### src/rtl/cfg_stream_pkg.sv
package cfg_stream_pkg;
  typedef struct packed {
    logic clrAddr;
    logic incAddr;
  } addr_strobe_t;
endpackage

### src/rtl/cfg_stream_dp.sv
module cfg_stream_dp
  import cfg_stream_pkg::*;
#(
  parameter int STREAM_LEN = 64,
  parameter int ADDR_W = $clog2(STREAM_LEN + 1)
) (
  input  logic              clk,
  input  addr_strobe_t      strobe,
  input  logic              wrEn,
  input  logic [ADDR_W-1:0] wrAddr,
  input  logic              wrData,
  output logic [ADDR_W-1:0] addr,
  output logic              lastBit,
  output logic              bitOut
);
  localparam logic [ADDR_W-1:0] LAST_ADDR = ADDR_W'(STREAM_LEN - 1);

  logic [STREAM_LEN-1:0] store;

  // one write decoder per stored bit
  for (genvar i = 0; i < STREAM_LEN; i++) begin : g_bit
    always_ff @(posedge clk) begin
      if (wrEn && (wrAddr == ADDR_W'(i))) store[i] <= wrData;
    end
  end

  always_ff @(posedge clk) begin
    if (strobe.clrAddr)      addr <= '0;
    else if (strobe.incAddr) addr <= addr + 1'b1;
  end

  assign lastBit = (addr == LAST_ADDR);

  always_comb begin
    bitOut = 1'b0;
    for (int k = 0; k < STREAM_LEN; k++) begin
      if (addr == ADDR_W'(k)) bitOut = store[k];
    end
  end

  // the counter never steps past the final bit
  always_comb begin
    if (strobe.incAddr === 1'b1)
      assert_no_overflow_R6: assert (addr !== LAST_ADDR);
  end
endmodule

### src/rtl/cfg_stream_ctrl.sv
module cfg_stream_ctrl
  import cfg_stream_pkg::*;
(
  input  logic         clk,
  input  logic         ceN,
  input  logic         rstOe,
  input  logic         polActLow,
  input  logic         lastBit,
  output addr_strobe_t strobe,
  output logic         done,
  output logic         resetActive,
  output logic         driveEn
);
  logic primed = 1'b0;

  assign resetActive    = rstOe ^ polActLow;
  assign strobe.clrAddr = resetActive;
  assign strobe.incAddr = !resetActive && !ceN && !done && !lastBit;
  assign driveEn        = !ceN && !resetActive && !done;

  always_ff @(posedge clk) begin
    if (resetActive)                   done <= 1'b0;
    else if (!ceN && !done && lastBit) done <= 1'b1;
  end

  always_ff @(posedge clk) begin
    if (resetActive) primed <= 1'b1;
  end

  // once finished, the state sticks until a reset
  assert_done_sticky_R6: assert property (@(posedge clk) disable iff (resetActive || !primed)
    done |=> done);

  // the finish flag rises only on the last bit with the chip enabled
  assert_done_rise_R7: assert property (@(posedge clk) disable iff (resetActive || !primed)
    !done |=> (!done || $past(lastBit && !ceN)));

  // an active reset edge clears the finished state
  assert_clear_done_R2: assert property (@(posedge clk) disable iff (!primed)
    resetActive |=> !done);
endmodule

### src/rtl/cfg_bit_streamer.sv
module cfg_bit_streamer
  import cfg_stream_pkg::*;
#(
  parameter int STREAM_LEN = 64,
  parameter int ADDR_W = $clog2(STREAM_LEN + 1)
) (
  input  logic              clk,
  input  logic              ceN,
  input  logic              rstOe,
  input  logic              polActLow,
  input  logic              wrEn,
  input  logic [ADDR_W-1:0] wrAddr,
  input  logic              wrData,
  output logic              dataOut,
  output logic              dataOe,
  output logic              ceoN
);
  localparam logic [ADDR_W-1:0] LAST_ADDR = ADDR_W'(STREAM_LEN - 1);

  addr_strobe_t      strobe;
  logic [ADDR_W-1:0] addr;
  logic              lastBit, bitOut, done, resetActive, driveEn;
  logic              primed = 1'b0;

  cfg_stream_ctrl u_ctrl (
    .clk(clk), .ceN(ceN), .rstOe(rstOe), .polActLow(polActLow),
    .lastBit(lastBit), .strobe(strobe), .done(done),
    .resetActive(resetActive), .driveEn(driveEn)
  );

  cfg_stream_dp #(.STREAM_LEN(STREAM_LEN), .ADDR_W(ADDR_W)) u_dp (
    .clk(clk), .strobe(strobe), .wrEn(wrEn), .wrAddr(wrAddr), .wrData(wrData),
    .addr(addr), .lastBit(lastBit), .bitOut(bitOut)
  );

  assign ceoN    = ~done;
  assign dataOe  = driveEn;
  assign dataOut = driveEn & bitOut;

  always_ff @(posedge clk) begin
    if (resetActive) primed <= 1'b1;
  end

  // never drive while disabled, in reset or after handoff
  assert_drive_gate_R1: assert property (@(posedge clk) disable iff (!primed)
    dataOe |-> (!ceN && (rstOe == polActLow) && ceoN));

  // reset edge returns the counter to bit 0
  assert_clear_addr_R2: assert property (@(posedge clk) disable iff (!primed)
    (rstOe != polActLow) |=> (addr == '0 && ceoN));

  // one step per enabled edge
  assert_step_R4: assert property (@(posedge clk) disable iff (resetActive || !primed)
    (!ceN && ceoN && addr != LAST_ADDR) |=> (addr == $past(addr) + 1'b1));

  // chip enable high freezes the counter
  assert_hold_R5: assert property (@(posedge clk) disable iff (resetActive || !primed)
    ceN |=> $stable(addr) && $stable(ceoN));
endmodule

### config.mk
export PLATFORM = sky130hd
export DESIGN_NAME = cfg_bit_streamer
export DESIGN_NICKNAME = d
export VERILOG_FILES = /design/src/rtl/cfg_stream_pkg.sv /design/src/rtl/cfg_stream_dp.sv /design/src/rtl/cfg_stream_ctrl.sv /design/src/rtl/cfg_bit_streamer.sv
export SDC_FILE = /design/constraint.sdc
export NUM_CORES = 1
export LEC_CHECK = 0
export BUFFER_PORTS_ARGS = -buffer_cell sky130_fd_sc_hd__buf_2
export CAP_MARGIN = 10
export CORE_MARGIN = 5
export CORE_UTILIZATION = 35
export DETAILED_ROUTE_END_ITERATION = 10
export PLACE_DENSITY_LB_ADDON = 0.3
export SLEW_MARGIN = 20
export SYNTH_ARGS = -nofsm -noshare
export SYNTH_HDL_FRONTEND = slang
export SYNTH_SLANG_ARGS = --single-unit
### constraint.sdc
create_clock -name clk -period 2.4 [get_ports clk]
set_clock_uncertainty 0.1 [all_clocks]
set_input_delay 0.48 -clock clk [delete_from_list [all_inputs] [get_ports clk]]
set_output_delay 0.48 -clock clk [all_outputs]
set_load 0.005 [all_outputs]
# Word level (Yosys, flattened, before mapping)

Cells that the tools add are included.

$add $sub $neg: 1
Equality and inequality tests: 126
Multiplexer cells: 64
Bitwise logic cells: 3
Reductions and logical operators: 75

Operator list:

| kind                  | number |
|---|---|
| $eq A7 B6 Y1 const B  | 64 |
| $eq A7 B5 Y1 const B  | 32 |
| $eq A7 B4 Y1 const B  | 16 |
| $logic_and A1 B1 Y1   | 69 |
| $mux W1               | 64 |
| $eq A7 B3 Y1 const B  | 8 |
| $eq A7 B2 Y1 const B  | 4 |
| $eq A7 B1 Y1 const B  | 2 |
| $logic_not A7 Y1      | 2 |
| $add A7 B1 Y7 const B | 1 |
| $logic_not A1 Y1      | 4 |
| $and A1 B1 Y1         | 1 |
| $not A1 Y1            | 1 |
| $xor A1 B1 Y1         | 1 |

Register bits: 72
Input bits: 13
Output and inout bits: 3
Logic and storage cells: 335

# Longest topological paths before layout

Word-level depth: 66
Mapped depth: 11
Gate-level depth less buffers: 9

# By module

A second synthesis with hierarchy kept.

Cell total of the unflattened synthesis: 377
Area, all modules: 3771.1 um2

Modules (own cells, without submodules):

| module           | times used | cells an instance | area each (um2) | seq. area each (um2) |
|---|---|---|---|---|
| cfg_stream_dp    | 1          | 367               | 3679.8          | 2062.0 |
| cfg_stream_ctrl  | 1          | 8                 | 81.3            | 20.0 |
| cfg_bit_streamer | 1          | 2                 | 10.0            | 0.0 |

# Worst setup path after synthesis

Ideal clock, no wire load.

Path type: register -> output
From: register u_dp.addr[0]
To: output port dataOut
Data arrival time: 1941 ps
Required time: 1820 ps
Path slack: -121 ps
Cell stages (with the launch flop): 11
Path buffers: 2
Cell sequence: dfxtp_1 -> inv_1 -> ha_1 -> buf_2 -> buf_2 -> a21oi_1 -> o21ai_1 -> a221oi_1 -> a21oi_1 -> a211oi_1 -> o21ai_2

Word-level cells in the longest chain between the ends: 66
Elaborated cells between the ends (all ways): 129
Those cells by class: eq/ne: 63; mux: 64; bitwise: 1; reduce/logical: 1

Ends and longest elaborated chain:

| what                   | RTL line               | text |
|---|---|---|
| start, declared        | cfg_stream_dp.sv:12    | `output logic [ADDR_W-1:0] addr,` |
| start signal, assigned | cfg_stream_dp.sv:29    | `else if (strobe.incAddr) addr <= addr + 1'b1;` |
| $logic_not A7 Y1       | cfg_stream_dp.sv:37    | `if (addr == ADDR_W'(k)) bitOut = store[k];` |
| $mux W1 (63 in series) | cfg_stream_dp.sv:37    |  |
| $mux W1 (*)            | cfg_stream_dp.sv:37    |  |
| $and A1 B1 Y1 (*)      | cfg_bit_streamer.sv:38 | `assign dataOut = driveEn & bitOut;` |
| end, declared          | cfg_bit_streamer.sv:14 | `output logic dataOut,` |

Mark *: on every way between the ends. The rest lies on a longest branch, timed or not.

# Final worst setup path

From: register u_dp.addr[1]
To: output port dataOut

Same word-level chain as after synthesis.

==> qor.yml <==
outcome: "finished, violations left"
violations: "setup timing"
endpoint_kind: "primary output"
drt_pass1_iterations: 5
cts_buffers: 9
synth_edf_count: 64
crit_fanout: 8
finalSetupViolations: 1
start_util: 0.361
cts_root_buf: "clkbuf_8"
antenna_cells: 0
cts-htree-levels: 3
synth_cell_types: 60
dpl.hpwl_um: 7810
final_common_cell: "nor2_1"
cts.sinks: 72
power_density_nw_per_um2: 577
clk_latency_ns: 0.34
crit_arrival_ns: 2.47
grt_remaining_overflow: 0
layout_common_cells: "86 x nor2_1, 64 x edfxtp_1, 58 x buf_4"
die_y_um: 113
area_growth_pct: 25.1
cts_tree: "done"
routed_wl_um: 10400
rsz0062_at_grt: "true"
synthCells: 377
drc: 0
antenna_found_initial: 0
fin_setup_tns_ns: -0.653
rows: 37
slew_headroom: 0.545
worstSetupPathType: "reg -> out"
vias_per_cell: 5.48
total_power_mw: 2.70
die_area_um2: 12900
ys_seq_elements: 72
max_freq_ghz: 0.328
grtUsageTotal: 0.167
grt_max_degree: 35
syn-num-nets: 394
hp-class: "in -> reg"
max_cap_viol_count: 0
path_clk_slew_ns: 0.08
postRouteAntennaNets: 0
syn-mean-instance-area_um2: 9.94
io_pins: 16
fp.dieW_um: 113
wl_per_cell_um: 17.9
hold_buffers: 0
period_share: 1.27
cp-start-kind: "flop"
grt_pass1_vias: 3147
io_buffers: 15
finalNetCount: 460
drt_iter0_markers: 220
ys.flop_type: "edfxtp_1"
seq_area_frac_synth: 0.556
hold_viol_final: 0
grt_pass1_wl_um: 16800
crit_required_ns: 1.82
peakVddDrop_mv: 0.257
core_area_um2: 10400
final_layout_size_suffix_gt1_frac: 0.261
yosysWarnings: 0
p_leak_nw: 1.58
vias: 3200
cts_max_path_buffers: 2
async_reset_ff_frac: 0
netlist_area_um2: 3750
fin_ws_ns: -0.653
gp_congestion: 0.986
tightest_slew_ns: 0.683
fin_crit_ns: 3.05
drv_slew: 0
power by group:
part	switching, mW	total, mW	leakage, nW	internal (mW)
sequential	0.00915	1.38	0.641	1.37
combinational	0.255	0.484	0.847	0.230
clock	0.462	0.842	0.0870	0.381
cells in the mapped netlist (all sizes together) (3+ instances only):
master,number,area share
nand2b,5,0.0084
a31oi,8,0.013
o22ai,6,0.010
nor3b,3,0.0060
buf,11,0.014
xnor2,3,0.0070
nor2b,8,0.013
edfxtp,64,0.51
a221oi,6,0.014
nor3,6,0.0080
nand3b,3,0.0060
o21ai,20,0.028
a2111oi,5,0.012
inv,14,0.014
dfxtp,8,0.043
a21oi,19,0.025
nand2,25,0.025
a211oi,3,0.0060
nor2,86,0.086
nand3,11,0.015
clkbuf,12,0.012
or3,4,0.0080
or3b,3,0.0077
ha,4,0.013
o311ai,3,0.0070
sequential cells by signal, summed over array words and instances, names as in the netlist:
register,cells
u_dp.store,64
u_ctrl.done,1
u_dp.addr,7
per-layer routing:
| layer | wire, um | vias up | track usage |
|---|---|---|---|
| li1 | - | 1519 | - |
| met1 | 4820 | 1518 | 0.235 |
| met2 | 4730 | 142 | 0.259 |
| met3 | 648 | 21 | 0.0345 |
| met4 | 227 | 0 | 0.0545 |
| met5 | 0 | - | 0 |
area by class of cell:
cell class,instances,area (um2)
fill,1022,5690
sequential,72,2090
multi-input combinational,267,1580
timing repair buffer,78,614
tap,136,170
clock buffer,10,128
inverter,15,58.8
clock inverter,6,43.8
path summary, 6_finish.rpt:
| path | slack, ns | depth (start not counted) | startpoint | end |
|---|---|---|---|---|
| setup / recovery | -0.65 | 11 | u_dp.addr[1] | dataOut |
| hold / removal | 0.31 | 3 | ceN | u_ctrl.done |
| setup reg to reg | 0.40 | 10 | u_dp.addr[0] | u_dp.addr[5] |
| hold reg to reg | 0.37 | 2 | u_ctrl.done | u_ctrl.done |
through the flow:
stage	utilization	setup slack, ns	std cells	instance area, um2	hold WS, ns
after CTS	0.449	-0.667	584	4660	0.299
final	0.452	-0.653	584	4680	0.313
after detailed placement	0.422	-0.373	563	4370	0.371
after floorplan	-	0.000665	377	3770	0.367
after global placement	0.422	-0.406	563	4370	0.351
after global routing	0.452	-0.797	584	4680	0.318
logic make-up after synthesis:
logic type      Yosys count  share of synthesized area
simple gates            162                      0.200
buf+inv                  38                     0.0411
flops                    72                      0.556
xor+xnor                  5                     0.0117
mux                       1                    0.00301
compound gates           95                      0.175
fa+ha+maj                 4                     0.0134
critical path, cell delays in order, from the launching register on:
cell and delay [ns]:
dfxtp_4 0.37, inv_4 0.08, ha_4 0.20, bufbuf_16 0.27, nor2b_1 0.06, a32oi_1 0.19, o32ai_1 0.11, o211ai_1 0.26
a31oi_1 0.15, a211oi_2 0.25, o21ai_2 0.06, buf_2 0.13
timing repair:
| action | 4_1_cts | 5_1_grt |
|---|---|---|
| pin swaps | 7 | 5 |
| setup buffers | 4 | 0 |
| hold endpoints to repair | 0 | 0 |
| cloned | 1 | 0 |
| endpoints found under the setup margin | 1 | 1 |
| gates resized for setup | 10 | 7 |
(Power assumes the default switching activity.)
